--- src/rtl/irq_core_pkg.sv ---
package irq_core_pkg;
   typedef enum logic [1:0] {
      SEL_PEND  = 2'd0,
      SEL_SERV  = 2'd1,
      SEL_MASK  = 2'd2,
      SEL_NONE  = 2'd3
   } rd_sel_e;
endpackage

--- src/rtl/irq_lowest_pick.sv ---
module irq_lowest_pick #(
   parameter int WIDTH = 8,
   localparam int IDW = (WIDTH > 1) ? $clog2(WIDTH) : 1
) (
   input  logic [WIDTH-1:0] vec_in,
   output logic [WIDTH-1:0] onehot,
   output logic [IDW-1:0]   idx,
   output logic             any
);
   generate
      if (WIDTH < 2) begin : g_bad_width
         $error("irq_lowest_pick: WIDTH must be at least 2");
      end
   endgenerate

   always_comb begin
      any    = |vec_in;
      onehot = vec_in & (~vec_in + {{(WIDTH-1){1'b0}}, 1'b1});
      idx    = '0;
      for (int i = WIDTH - 1; i >= 0; i--) begin
         if (vec_in[i]) idx = IDW'(i);
      end
   end
endmodule

--- src/rtl/irq_req_latch.sv ---
module irq_req_latch #(
   parameter int WIDTH = 8
) (
   input  logic             clk,
   input  logic             rst_n,
   input  logic             enable,
   input  logic             level,
   input  logic             clr_all,
   input  logic [WIDTH-1:0] irq_in,
   input  logic [WIDTH-1:0] ack_clr,
   output logic [WIDTH-1:0] irr_q
);
   logic [WIDTH-1:0] prev_q;

   always_ff @(posedge clk) begin
      if (!rst_n) prev_q <= '0;
      else        prev_q <= irq_in;
   end

   generate
      for (genvar b = 0; b < WIDTH; b++) begin : g_line
         always_ff @(posedge clk) begin
            if (!rst_n || clr_all || !enable) begin
               irr_q[b] <= 1'b0;
            end else if (level) begin
               irr_q[b] <= irq_in[b] & ~ack_clr[b];
            end else begin
               irr_q[b] <= (irr_q[b] | (irq_in[b] & ~prev_q[b])) & ~ack_clr[b];
            end
         end


         edge_hold_chk: assert property (@(posedge clk) disable iff (!rst_n)
            (enable && !level && !clr_all && irr_q[b] && !ack_clr[b]) |=> irr_q[b])
            else $error("edge-latched request dropped before acknowledge");
      end
   endgenerate
endmodule

--- src/rtl/irq_inservice.sv ---
module irq_inservice #(
   parameter int WIDTH = 8
) (
   input  logic             clk,
   input  logic             rst_n,
   input  logic             clr_all,
   input  logic             eoi,
   input  logic [WIDTH-1:0] set_oh,
   output logic [WIDTH-1:0] isr_q,
   output logic [WIDTH-1:0] top_oh
);
   localparam int IDW = $clog2(WIDTH);

   logic [IDW-1:0] top_idx;
   logic           top_any;
   logic [WIDTH-1:0] retired;

   irq_lowest_pick #(.WIDTH(WIDTH)) u_top (
      .vec_in (isr_q),
      .onehot (top_oh),
      .idx    (top_idx),
      .any    (top_any)
   );

   assign retired = eoi ? (isr_q & ~top_oh) : isr_q;

   always_ff @(posedge clk) begin
      if (!rst_n || clr_all) isr_q <= '0;
      else                   isr_q <= retired | set_oh;
   end


   eoi_pop_chk: assert property (@(posedge clk) disable iff (!rst_n)
      (eoi && !clr_all && set_oh == '0 && isr_q != '0)
      |=> ($countones(isr_q) == $countones($past(isr_q)) - 1))
      else $error("retirement did not remove exactly one in-service bit");


   eoi_top_chk: assert property (@(posedge clk) disable iff (!rst_n)
      (eoi && !clr_all && set_oh == '0 && top_any)
      |=> ((isr_q & $past(top_oh)) == '0))
      else $error("retirement left the highest-priority bit set");
endmodule

--- src/rtl/irq_prio_core.sv ---
module irq_prio_core
   import irq_core_pkg::*;
#(
   parameter int NUM_REQ = 8,
   parameter int VEC_W   = 8,
   localparam int IDW    = $clog2(NUM_REQ),
   localparam int BASE_W = VEC_W - IDW
) (
   input  logic               clk,
   input  logic               rst_n,
   input  logic [NUM_REQ-1:0] irq_in,
   input  logic               cfg_we,
   input  logic               cfg_level,
   input  logic               cfg_auto_eoi,
   input  logic [BASE_W-1:0]  cfg_base,
   input  logic               mask_we,
   input  logic [NUM_REQ-1:0] mask_wdata,
   input  logic               eoi_cmd,
   input  logic               inta,
   input  logic [1:0]         rd_sel,
   output logic [NUM_REQ-1:0] rd_data,
   output logic               int_out,
   output logic [VEC_W-1:0]   vec_out
);
   generate
      if (NUM_REQ < 2 || (1 << IDW) != NUM_REQ) begin : g_bad_req
         $error("irq_prio_core: NUM_REQ must be a power of two, at least 2");
      end
      if (BASE_W < 1) begin : g_bad_vec
         $error("irq_prio_core: VEC_W must exceed log2(NUM_REQ)");
      end
   endgenerate

   logic               op_q, level_q, auto_q;
   logic [BASE_W-1:0]  base_q;
   logic [NUM_REQ-1:0] imr_q, irr_q, isr_q, isr_top_oh;
   logic [NUM_REQ-1:0] pending, allowed, eligible;
   logic [NUM_REQ-1:0] win_oh, ack_clr, isr_set;
   logic [IDW-1:0]     win_idx;
   logic               win_any, ack_go, grant;
   logic [VEC_W-1:0]   vec_q;

   always_ff @(posedge clk) begin
      if (!rst_n) begin
         op_q    <= 1'b0;
         level_q <= 1'b0;
         auto_q  <= 1'b0;
         base_q  <= '0;
         imr_q   <= '1;
      end else if (cfg_we) begin
         op_q    <= 1'b1;
         level_q <= cfg_level;
         auto_q  <= cfg_auto_eoi;
         base_q  <= cfg_base;
         imr_q   <= '0;
      end else if (mask_we && op_q) begin
         imr_q   <= mask_wdata;
      end
   end

   irq_req_latch #(.WIDTH(NUM_REQ)) u_latch (
      .clk     (clk),
      .rst_n   (rst_n),
      .enable  (op_q),
      .level   (level_q),
      .clr_all (cfg_we),
      .irq_in  (irq_in),
      .ack_clr (ack_clr),
      .irr_q   (irr_q)
   );

   irq_inservice #(.WIDTH(NUM_REQ)) u_serv (
      .clk     (clk),
      .rst_n   (rst_n),
      .clr_all (cfg_we),
      .eoi     (eoi_cmd && op_q),
      .set_oh  (isr_set),
      .isr_q   (isr_q),
      .top_oh  (isr_top_oh)
   );

   // all lines strictly above the highest in-service one; all ones if none
   assign pending  = irr_q & ~imr_q;
   assign allowed  = isr_top_oh - {{(NUM_REQ-1){1'b0}}, 1'b1};
   assign eligible = pending & allowed;

   irq_lowest_pick #(.WIDTH(NUM_REQ)) u_win (
      .vec_in (eligible),
      .onehot (win_oh),
      .idx    (win_idx),
      .any    (win_any)
   );

   assign ack_go  = inta && op_q && !cfg_we;
   assign grant   = ack_go && win_any;
   assign ack_clr = grant ? win_oh : '0;
   assign isr_set = (grant && !auto_q) ? win_oh : '0;
   assign int_out = op_q && win_any;

   always_ff @(posedge clk) begin
      if (!rst_n)      vec_q <= '0;
      else if (ack_go) vec_q <= {base_q, (win_any ? win_idx : {IDW{1'b1}})};
   end
   assign vec_out = vec_q;

   always_comb begin
      unique case (rd_sel_e'(rd_sel))
         SEL_PEND: rd_data = irr_q;
         SEL_SERV: rd_data = isr_q;
         SEL_MASK: rd_data = imr_q;
         default:  rd_data = '0;
      endcase
   end


   pre_op_chk: assert property (@(posedge clk) disable iff (!rst_n)
      !op_q |-> (irr_q == '0 && isr_q == '0))
      else $error("request latched before configuration");


   ack_mark_chk: assert property (@(posedge clk) disable iff (!rst_n)
      (grant && !auto_q) |=> ((isr_q & $past(win_oh)) != '0))
      else $error("acknowledged line not marked in service");


   vec_hold_chk: assert property (@(posedge clk) disable iff (!rst_n)
      !ack_go |=> $stable(vec_out))
      else $error("vector changed without acknowledge");


   spur_vec_chk: assert property (@(posedge clk) disable iff (!rst_n)
      (ack_go && !win_any) |=> (vec_out[IDW-1:0] == {IDW{1'b1}}))
      else $error("empty acknowledge returned wrong index");


   auto_empty_chk: assert property (@(posedge clk) disable iff (!rst_n)
      auto_q |-> (isr_q == '0))
      else $error("in-service bit set under automatic retirement");
endmodule

--- config.mk ---
export PLATFORM = sky130hd
export DESIGN_NAME = irq_prio_core
export DESIGN_NICKNAME = d
export VERILOG_FILES = /design/src/rtl/irq_core_pkg.sv /design/src/rtl/irq_lowest_pick.sv /design/src/rtl/irq_req_latch.sv /design/src/rtl/irq_inservice.sv /design/src/rtl/irq_prio_core.sv
export SDC_FILE = /design/constraint.sdc
export NUM_CORES = 1
export LEC_CHECK = 0
export ABC_AREA = 1
export CAP_MARGIN = 10
export CORE_MARGIN = 3
export CORE_UTILIZATION = 30
export CTS_CLUSTER_DIAMETER = 30
export DETAILED_ROUTE_END_ITERATION = 10
export REMOVE_ABC_BUFFERS = 1
export SYNTH_ARGS = -nofsm -noshare
export SYNTH_HDL_FRONTEND = slang
export SYNTH_HIERARCHICAL = 1
export SYNTH_SLANG_ARGS = --single-unit
--- constraint.sdc ---
create_clock -name clk -period 2.35 [get_ports clk]
set_input_delay 0.705 -clock clk [delete_from_list [all_inputs] [get_ports clk]]
set_output_delay 0.705 -clock clk [all_outputs]
set_load 0.03 [all_outputs]
# Word-level counts from Yosys, hierarchy flattened
# Index checks and enable logic that the tools add are counted.
word_totals:
  out_inout_bits: 17
  in_bits: 31
  regBits: 48
  word_cells: 118
classes:
  eq_ne: 2
  reduce_logical: 16
  add_sub_neg: 3
  bitwise_logic: 58
  n_mux: 23
ops:
  columns: ["cell", "n"]
  rows:
  - ["$and 8x8->8", 5]
  - ["$mux 8", 5]
  - ["$not 8->8", 4]
  - ["$mux 3", 9]
  - ["$and 1x1->1", 24]
  - ["$pmux 8 s3", 1]
  - ["$add 8x1->8 const B", 2]
  - ["$not 1->1", 16]
  - ["$mux 1", 8]
  - ["$or 1x1->1", 8]
  - ["$or 8x8->8", 1]
  - ["$reduce_or 8->1", 1]
  - ["$sub 8x1->8 const B", 1]
  - ["$logic_and 1x1->1", 7]
  - ["$logic_not 1->1", 4]
  - ["$eq 2x1->1 const B", 1]
  - ["$eq 2x2->1 const B", 1]
  - ["$logic_not 2->1", 1]
  - ["$logic_or 1x1->1", 2]
  - ["$reduce_bool 2->1", 1]

# Depth between registers and ports, before layout
# Gate-level depths: netlist of the first run.
logic_depth:
  word_depth: 14
  ltp_mapped: 20
  ltp_nobuf: 19

# By module
# The synthesis of the first run kept the hierarchy.
by_module_without_submodules:
  columns: ["mod", "instances", "cells_each", "seq_area_each_um2", "area_per_inst_um2"]
  rows:
  - ["irq_prio_core", 1, 218, 480.5, 1346.3]
  - ["irq_req_latch", 1, 93, 320.3, 694.4]
  - ["irq_inservice", 1, 43, 160.2, 320.3]
  - ["irq_lowest_pick", 2, 36, 0.0, 158.9]

# Worst setup path before layout of the first run
# No wires, ideal clock.
synth_timing:
  path_type: "register -> output"
  from: "register u_serv.isr_q[0]"
  to: "output int_out"
  required_ns: 1.645
  stages_incl_launch_ff: 14
  slack_ns: -0.113
  n_path_buf: 0
  arrival_time_ns: 1.758
  path_cell_list: "dfxtp_1 inv_1 nand3_2 nor2_1 nor2_1 nand2_1 o21ai_0 nand2_1 nor2_1 or2_1 nor2_1 nand2_1 nand2_1 inv_1"
synth_via:
  elab_chain_cells: 7
synth_lines:
  columns: ["item", "line_no", "rtl"]
  rows:
  - ["start, declared", "irq_inservice.sv:9", "output logic [WIDTH-1:0] isr_q,"]
  - ["start signal, assigned", "irq_inservice.sv:29", "else isr_q <= retired | set_oh;"]
  - ["$not 8->8", "irq_lowest_pick.sv:18", "onehot = vec_in & (~vec_in + {{(WIDTH-1){1'b0}}, 1'b1});"]
  - ["$add 8x1->8", "irq_lowest_pick.sv:18", null]
  - ["$and 8x8->8", "irq_lowest_pick.sv:18", null]
  - ["via isr_top_oh[4]", "irq_prio_core.sv:36", "logic [NUM_REQ-1:0] imr_q, irr_q, isr_q, isr_top_oh;"]
  - ["$sub 8x1->8", "irq_prio_core.sv:84", "assign allowed = isr_top_oh - {{(NUM_REQ-1){1'b0}}, 1'b1};"]
  - ["$and 8x8->8", "irq_prio_core.sv:85", "assign eligible = pending & allowed;"]
  - ["via eligible[7]", "irq_prio_core.sv:37", "logic [NUM_REQ-1:0] pending, allowed, eligible;"]
  - ["$reduce_or 8->1", "irq_lowest_pick.sv:17", "any = |vec_in;"]
  - ["via win_any", "irq_prio_core.sv:40", "logic win_any, ack_go, grant;"]
  - ["$logic_and 1x1->1", "irq_prio_core.sv:98", "assign int_out = op_q && win_any;"]
  - ["end, declared", "irq_prio_core.sv:22", "output logic int_out,"]
# The timed path passes the listed nets, and every way through them passes these cells.

# Worst setup path in the final report of the first run
layout_timing:
  from: "register u_serv.isr_q[3]"
  to: "output int_out"
# Same word-level chain as after synthesis.

==> flow_metrics.py, run 1 <==
metrics = {
    "setup_path": {
        "cp_num_buf_inv": 3,
        "criticalPathCategory": "reg -> out",
        "required_ns": 1.64,
        "cp-startpoint": "u_serv/isr_q[3]",
        "worstSetupEndpointType": "output pin",
        "start_kind": "flip-flop",
        "cp_cell_sequence": "nor2_4 > nand3_4 > inv_2 > nand2_4 > nor2_4 > nor2_1 > nand2_1 > o21ai_1 > nand2_1 > nor2_2 > or2_1 > nor2_2 > nand2_2 > nand2_2 > inv_2 > buf_6",
        "reg2reg_from": "u_serv/isr_q[3]",
        "cp.arrival_ns": 2.14,
        "regToRegSetupSlack_ns": -0.48,
        "path_delay_family": "simple AND/OR/NAND/NOR gates",
        "rr_worst_depth": 23,
        "critPathMaxFanout": 4,
        "reg2reg_to": "u_serv/isr_q[2]",
        "critical_path.slowest_cell": "dfxtp_4",
        "timing.critical_path.slowest_cell_delay_ns": 0.37,
    },
    "sta": {
        "hold_viol": 0,
        "finalCriticalPeriod_ns": 2.84,
        "fmax_ghz": 0.352,
        "skew_ns": 0.00899,
        "holdWs_ns": 0.474,
        "fin_crit_sh_pct": 121,
        "tightest_slew_ns": 0.584,
        "setup_viol_count_final": 20,
        "relSlewSlack_pct": 61.0,
        "drv_slew": 0,
        "setup_ws_ns": -0.492,
        "rsz0062_at_grt": "yes",
    },
    "placed_design": {
        "gp_congestion": 0.840,
        "dpl_cell_area_um2": 3430,
        "dp_slack_ns": -0.265,
        "dpl.hpwl_um": 5350,
        "io_buffers": 47,
    },
    "clock_tree": {
        "clockBufferDepth": 2,
        "htreeDepth": 2,
        "path_clk_slew_ns": 0.09,
        "ctsRootBufferMaster": "clkbuf_8",
        "holdBufCountCts": 0,
        "clkLatencyLatePin_ns": 0.31,
        "cts_buffers": 5,
        "cts_tree": "yes",
        "clkSinkCount": 48,
    },
    "worst_hold_path": {
        "hold_path.class": "reg -> reg",
        "whs_endpoint": "imr_q[4]",
        "hold-path-cell-count": 2,
        "min_from": "imr_q[4]",
    },
    "flow_run": {
        "max_cap_violations": 0,
    },
    "finish": {
        "filler_cell_count": 856,
        "antennaDiodeCount": 0,
        "layout.nets": 542,
        "drive_gt1_share_pct": 28.8,
        "multi_input_area_um2": 1460,
        "finish.instance_area_um2": 3880,
        "seq_area_um2": 971,
        "area_delta_synth_final_pct": 48.0,
    },
    "pwr": {
        "power.share.sequential_pct": 43.9,
        "p_per_area_nw_per_um2": 512,
        "power.leakage_nw": 1.82,
        "p_int_w": 0.00151,
        "p_sw_w": 0.000470,
        "p_clk_share_pct": 41.7,
        "swShare_pct": 23.7,
        "combPwrFrac_pct": 14.4,
        "max-vdd-ir-drop_uv": 325,
    },
    "route": {
        "drc": 0,
        "wl_per_cell_um": 11.9,
        "via_per_inst": 4.46,
        "num_vias": 2750,
        "drt_wl_total_um": 7360,
        "dr.pass1.iters": 4,
        "drtIter0Drc": 152,
        "ant_nets": 0,
    },
    "floorplan": {
        "io_pins": 48,
        "coreArea_um2": 8340,
        "die_w_um": 99.5,
        "die_y_um": 99.5,
        "num_rows": 33,
        "die_area_um2": 9890,
        "start_util_pct": 31.4,
    },
    "global_routing": {
        "grt_overflow": 0,
        "grt_pass1_wl_um": 12300,
        "grt_pass1_vias": 2663,
        "grt.total_usage_pct": 15.2,
        "antenna_found_initial": 0,
        "grt_max_degree": 33,
    },
    "outcome": {
        "status": "finished, violations left",
        "failed_checks": "setup timing",
    },
    "logic_synthesis": {
        "synth_area_um2": 2620,
        "yosys_warnings": 6,
        "postSynthCellCount": 412,
        "synth.avg_cell_area_um2": 6.36,
    },
}
-- power groups by stage --
stage / Combinational [W] / Sequential [W] / Clock (W)
2_1_floorplan: 0.000116 / 0.000899 / 0
3_5_place_dp: 0.000271 / 0.000892 / 0
4_1_cts: 0.000283 / 0.000872 / 0.000840
6_report: 0.000286 / 0.000871 / 0.000828
3_3_place_gp: 0.000268 / 0.000892 / 0
5_1_grt: 0.000318 / 0.000875 / 0.000870
-- tightest hold or removal path, stage by stage, from the launching register on --
cell and delay (ns):
dfxtp_1 0.34, nand2_1 0.05, nand3_1 0.05
-- stage by stage --
step                      utilization [%]  power (W)  instances  setup TNS (ns)
after floorplan                         -    0.00102        401          -0.117
after global placement               41.1    0.00116        593           -3.12
after detailed placement             41.1    0.00116        593           -3.77
after CTS                            45.4    0.00200        612           -6.39
after global routing                 46.5    0.00206        616          -11.36
final                                46.5    0.00198        616           -8.18
-- flip-flops by register name (all words and copies together), names as in the netlist --
name	count
imr_q	8
auto_q	1
op_q	1
vec_out	8
u_latch/irr_q	8
u_latch/prev_q	8
u_serv/isr_q	8
base_q	5
level_q	1
-- timing repair --
action | 4_1_cts | 5_1_grt
resized for setup | 44 | 28
pin swaps | 17 | 15
setup buffers | 11 | 4
setup endpoints to repair | 25 | 28
gates cloned | 0 | 1
-- routing by layer --
layer	routed length, um	vias to the layer above	global-route usage, %
met2	3550	60	25.6
met1	3390	1243	20.1
li1	-	1439	-
met3	308	8	2.59
met4	104	0	4.10
met5	0	-	0
-- area by class of cell --
class | instances | area share, %
inverters | 68 | 6.74
repair buffers | 102 | 23.0
flip-flops and latches | 48 | 25.0
multi-input cells | 285 | 37.7
clock inverters | 3 | 2.32
clock buffers | 5 | 1.77
well taps | 105 | 3.39
-- how the worst max path moves through the flow --
stage	endpoint	slack (ns)	cells past startpoint
after floorplan	int_out	-0.12	13
after global placement	rd_data[6]	-0.23	7
after detailed placement	int_out	-0.27	13
after CTS	int_out	-0.44	15
after global routing	int_out	-0.63	16
final	int_out	-0.49	16
-- layout by cell type (no fill, tap or decap), drive strengths merged --
master	count
a211oi	1
a21oi	12
buf	64
bufinv	3
clkbuf	7
clkdlybuf4s50	36
clkinv	1
dfxtp	48
ha	1
inv	67
nand2	135
nand3	19
nand4	1
nor2	80
nor3	9
nor3b	1
o211ai	3
o21a	1
o21ai	19
o21bai	1
or2	2
(Power assumes the default switching activity.)
==> run 2: changes to the inputs <==
--- a/config.mk
+++ b/config.mk
@@ -7,6 +7,7 @@
 export LEC_CHECK = 0
 export ABC_AREA = 1
 export CAP_MARGIN = 10
+export CORE_ASPECT_RATIO = 1.4
 export CORE_MARGIN = 3
 export CORE_UTILIZATION = 30
 export CTS_CLUSTER_DIAMETER = 30
@@ -16,3 +17,4 @@
 export SYNTH_HDL_FRONTEND = slang
 export SYNTH_HIERARCHICAL = 1
 export SYNTH_SLANG_ARGS = --single-unit
+export TNS_END_PERCENT = 1
==> constraint.sdc (replaced) <==
create_clock -name clk -period 2.35 [get_ports clk]
set_input_delay 0.47 -clock clk [delete_from_list [all_inputs] [get_ports clk]]
set_output_delay 0.47 -clock clk [all_outputs]
set_load 0.03 [all_outputs]
==> run 2 against run 1 <==
  * The flow still finishes with violations (setup timing)
  * Cell count down 3.6%
  * Sequential power hardly changed
  * Worst hold slack lost 0.015 ns
  * Non-clock buffer count down 19
  * Largest cell class unchanged
==> flow_metrics.py, run 2 (synthesized netlist as in run 1, its figures left out) <==
metrics = {
    "setup_path": {
        "rr_worst_depth": 19,
        "cp-startpoint": "u_serv/isr_q[2]",
        "start_kind": "flip-flop",
        "regToRegSetupSlack_ns": -0.02,
        "reg2reg_from": "u_serv/isr_q[2]",
        "cp.arrival_ns": 2.12,
        "critPathMaxFanout": 3,
        "reg2reg_to": "u_serv/isr_q[1]",
        "criticalPathCategory": "reg -> out",
        "endpoint": "int_out",
        "required_ns": 1.88,
        "worstSetupEndpointType": "output pin",
    },
    "route": {
        "drc": 0,
        "drtIter0Drc": 86,
        "dr.pass1.iters": 4,
        "wl_per_cell_um": 11.8,
        "num_vias": 2639,
        "wl_met2_um": 3630,
        "wl_met3_um": 180,
        "routed.top_layer": "met4",
        "drt_wl_total_um": 6990,
        "via_per_inst": 4.44,
        "ant_nets": 0,
        "routedLengthMet1_um": 2940,
    },
    "global_routing": {
        "grt_pass1_vias": 2663,
        "antenna_found_initial": 0,
        "grt_overflow": 0,
        "grt_max_degree": 21,
        "grt_pass1_wl_um": 11800,
        "grt.total_usage_pct": 14.7,
    },
    "clock_tree": {
        "htreeDepth": 2,
        "clkSinkCount": 48,
        "holdBufCountCts": 0,
        "path_clk_slew_ns": 0.06,
        "cts_buffers": 5,
        "clockBufferDepth": 2,
        "clkLatencyLatePin_ns": 0.28,
        "ctsRootBufferMaster": "clkbuf_16",
        "cts_tree": "yes",
    },
    "placed_design": {
        "dp.cells": 577,
        "gp_congestion": 0.987,
        "dpl.hpwl_um": 5350,
        "io_buffers": 47,
        "dpl_cell_area_um2": 3310,
    },
    "worst_hold_path": {
        "hold_path.class": "reg -> reg",
    },
    "sta": {
        "finalCriticalPeriod_ns": 2.59,
        "fmax_ghz": 0.385,
        "hold_viol": 0,
        "setup_ws_ns": -0.245,
        "tightest_slew_ns": 0.548,
        "relSlewSlack_pct": 63.4,
        "drv_slew": 0,
        "fin_crit_sh_pct": 110,
        "setup_viol_count_final": 4,
        "rsz0062_at_grt": "yes",
        "skew_ns": 0.00553,
    },
    "outcome": {
        "failed_checks": "setup timing",
        "status": "finished, violations left",
    },
    "floorplan": {
        "io_pins": 48,
        "coreArea_um2": 8340,
        "die_area_um2": 9910,
        "die_y_um": 117,
        "start_util_pct": 31.4,
        "die_w_um": 85.0,
        "num_rows": 39,
    },
    "pwr": {
        "power.leakage_nw": 1.67,
        "max-vdd-ir-drop_uv": 276,
        "p_per_area_nw_per_um2": 512,
    },
    "finish": {
        "final_cell_mix": "nand2_1 (125), inv_1 (61), nor2_1 (57)",
        "filler_cell_count": 881,
        "area_delta_synth_final_pct": 38.5,
        "final_common_cell": "nand2_1",
        "final-instance-count-excl-fill": 594,
        "layout.nets": 523,
        "antennaDiodeCount": 0,
        "finish.instance_area_um2": 3630,
        "seq_area_um2": 966,
        "drive_gt1_share_pct": 22.8,
        "multi_input_area_um2": 1400,
    },
    "flow_run": {
        "max_cap_violations": 0,
    },
}
-- run 2: layer usage --
layer  up-vias  GRT usage, %
met5         -             0
met4         0          7.18
met3        19          1.98
met2        52          28.1
met1      1175          15.8
li1       1393             -
-- run 2: timing repair --
item                                    in CTS  in global routing
gates resized for setup                     19                 16
setup buffers                                9                  0
cloned                                       0                  0
pin swaps                                    7                 17
endpoints found under the setup margin      11                 20
-- run 2: cell type report --
type	instances	share of cell area, %
repair buffers	83	20.0
well taps	102	3.52
flip-flops and latches	48	26.6
clock inverters	1	0.207
multi-input cells	285	38.7
clock buffers	7	3.93
inverters	68	7.07
-- run 2: stage by stage --
step	total power, W	setup slack, ns	TNS [ns]	hold slack [ns]	util [%]
after floorplan	0.00102	0.00959	0	0.429	-
after global placement	0.00115	-0.0811	-0.566	0.448	39.7
after detailed placement	0.00115	-0.136	-0.948	0.448	39.7
after CTS	0.00188	-0.259	-0.269	0.465	42.9
after global routing	0.00195	-0.383	-3.19	0.495	43.5
final	0.00186	-0.245	-0.267	0.459	43.5
-- run 2: critical path: stages, from the launching register on --
cell and delay, ns:
dfxtp_2 0.34, buf_4 0.13, inv_1 0.12, nand2_2 0.09, nor2_4 0.14, buf_4 0.14, inv_1 0.05, o21ai_1 0.14
nor2_1 0.09, nor2_2 0.14, nand3_2 0.09, inv_2 0.06, nand2_1 0.06, nand2_1 0.07, inv_1 0.05, buf_6 0.13
-- run 2: worst min path at each step --
stage	startpoint	endpoint	cells past startpoint
after detailed placement	imr_q[3]	imr_q[3]	2
after global routing	imr_q[3]	imr_q[3]	2
final	imr_q[6]	imr_q[6]	2
after CTS	imr_q[3]	imr_q[3]	2
after floorplan	imr_q[3]	imr_q[3]	2
after global placement	imr_q[3]	imr_q[3]	2
-- run 2: power breakdown --
group          internal, W  switching [W]  leakage (nW)
combinational     0.000123       0.000145          1.20
sequential        0.000851      0.0000208         0.397
clock             0.000424       0.000293        0.0701
total              0.00140       0.000460          1.67
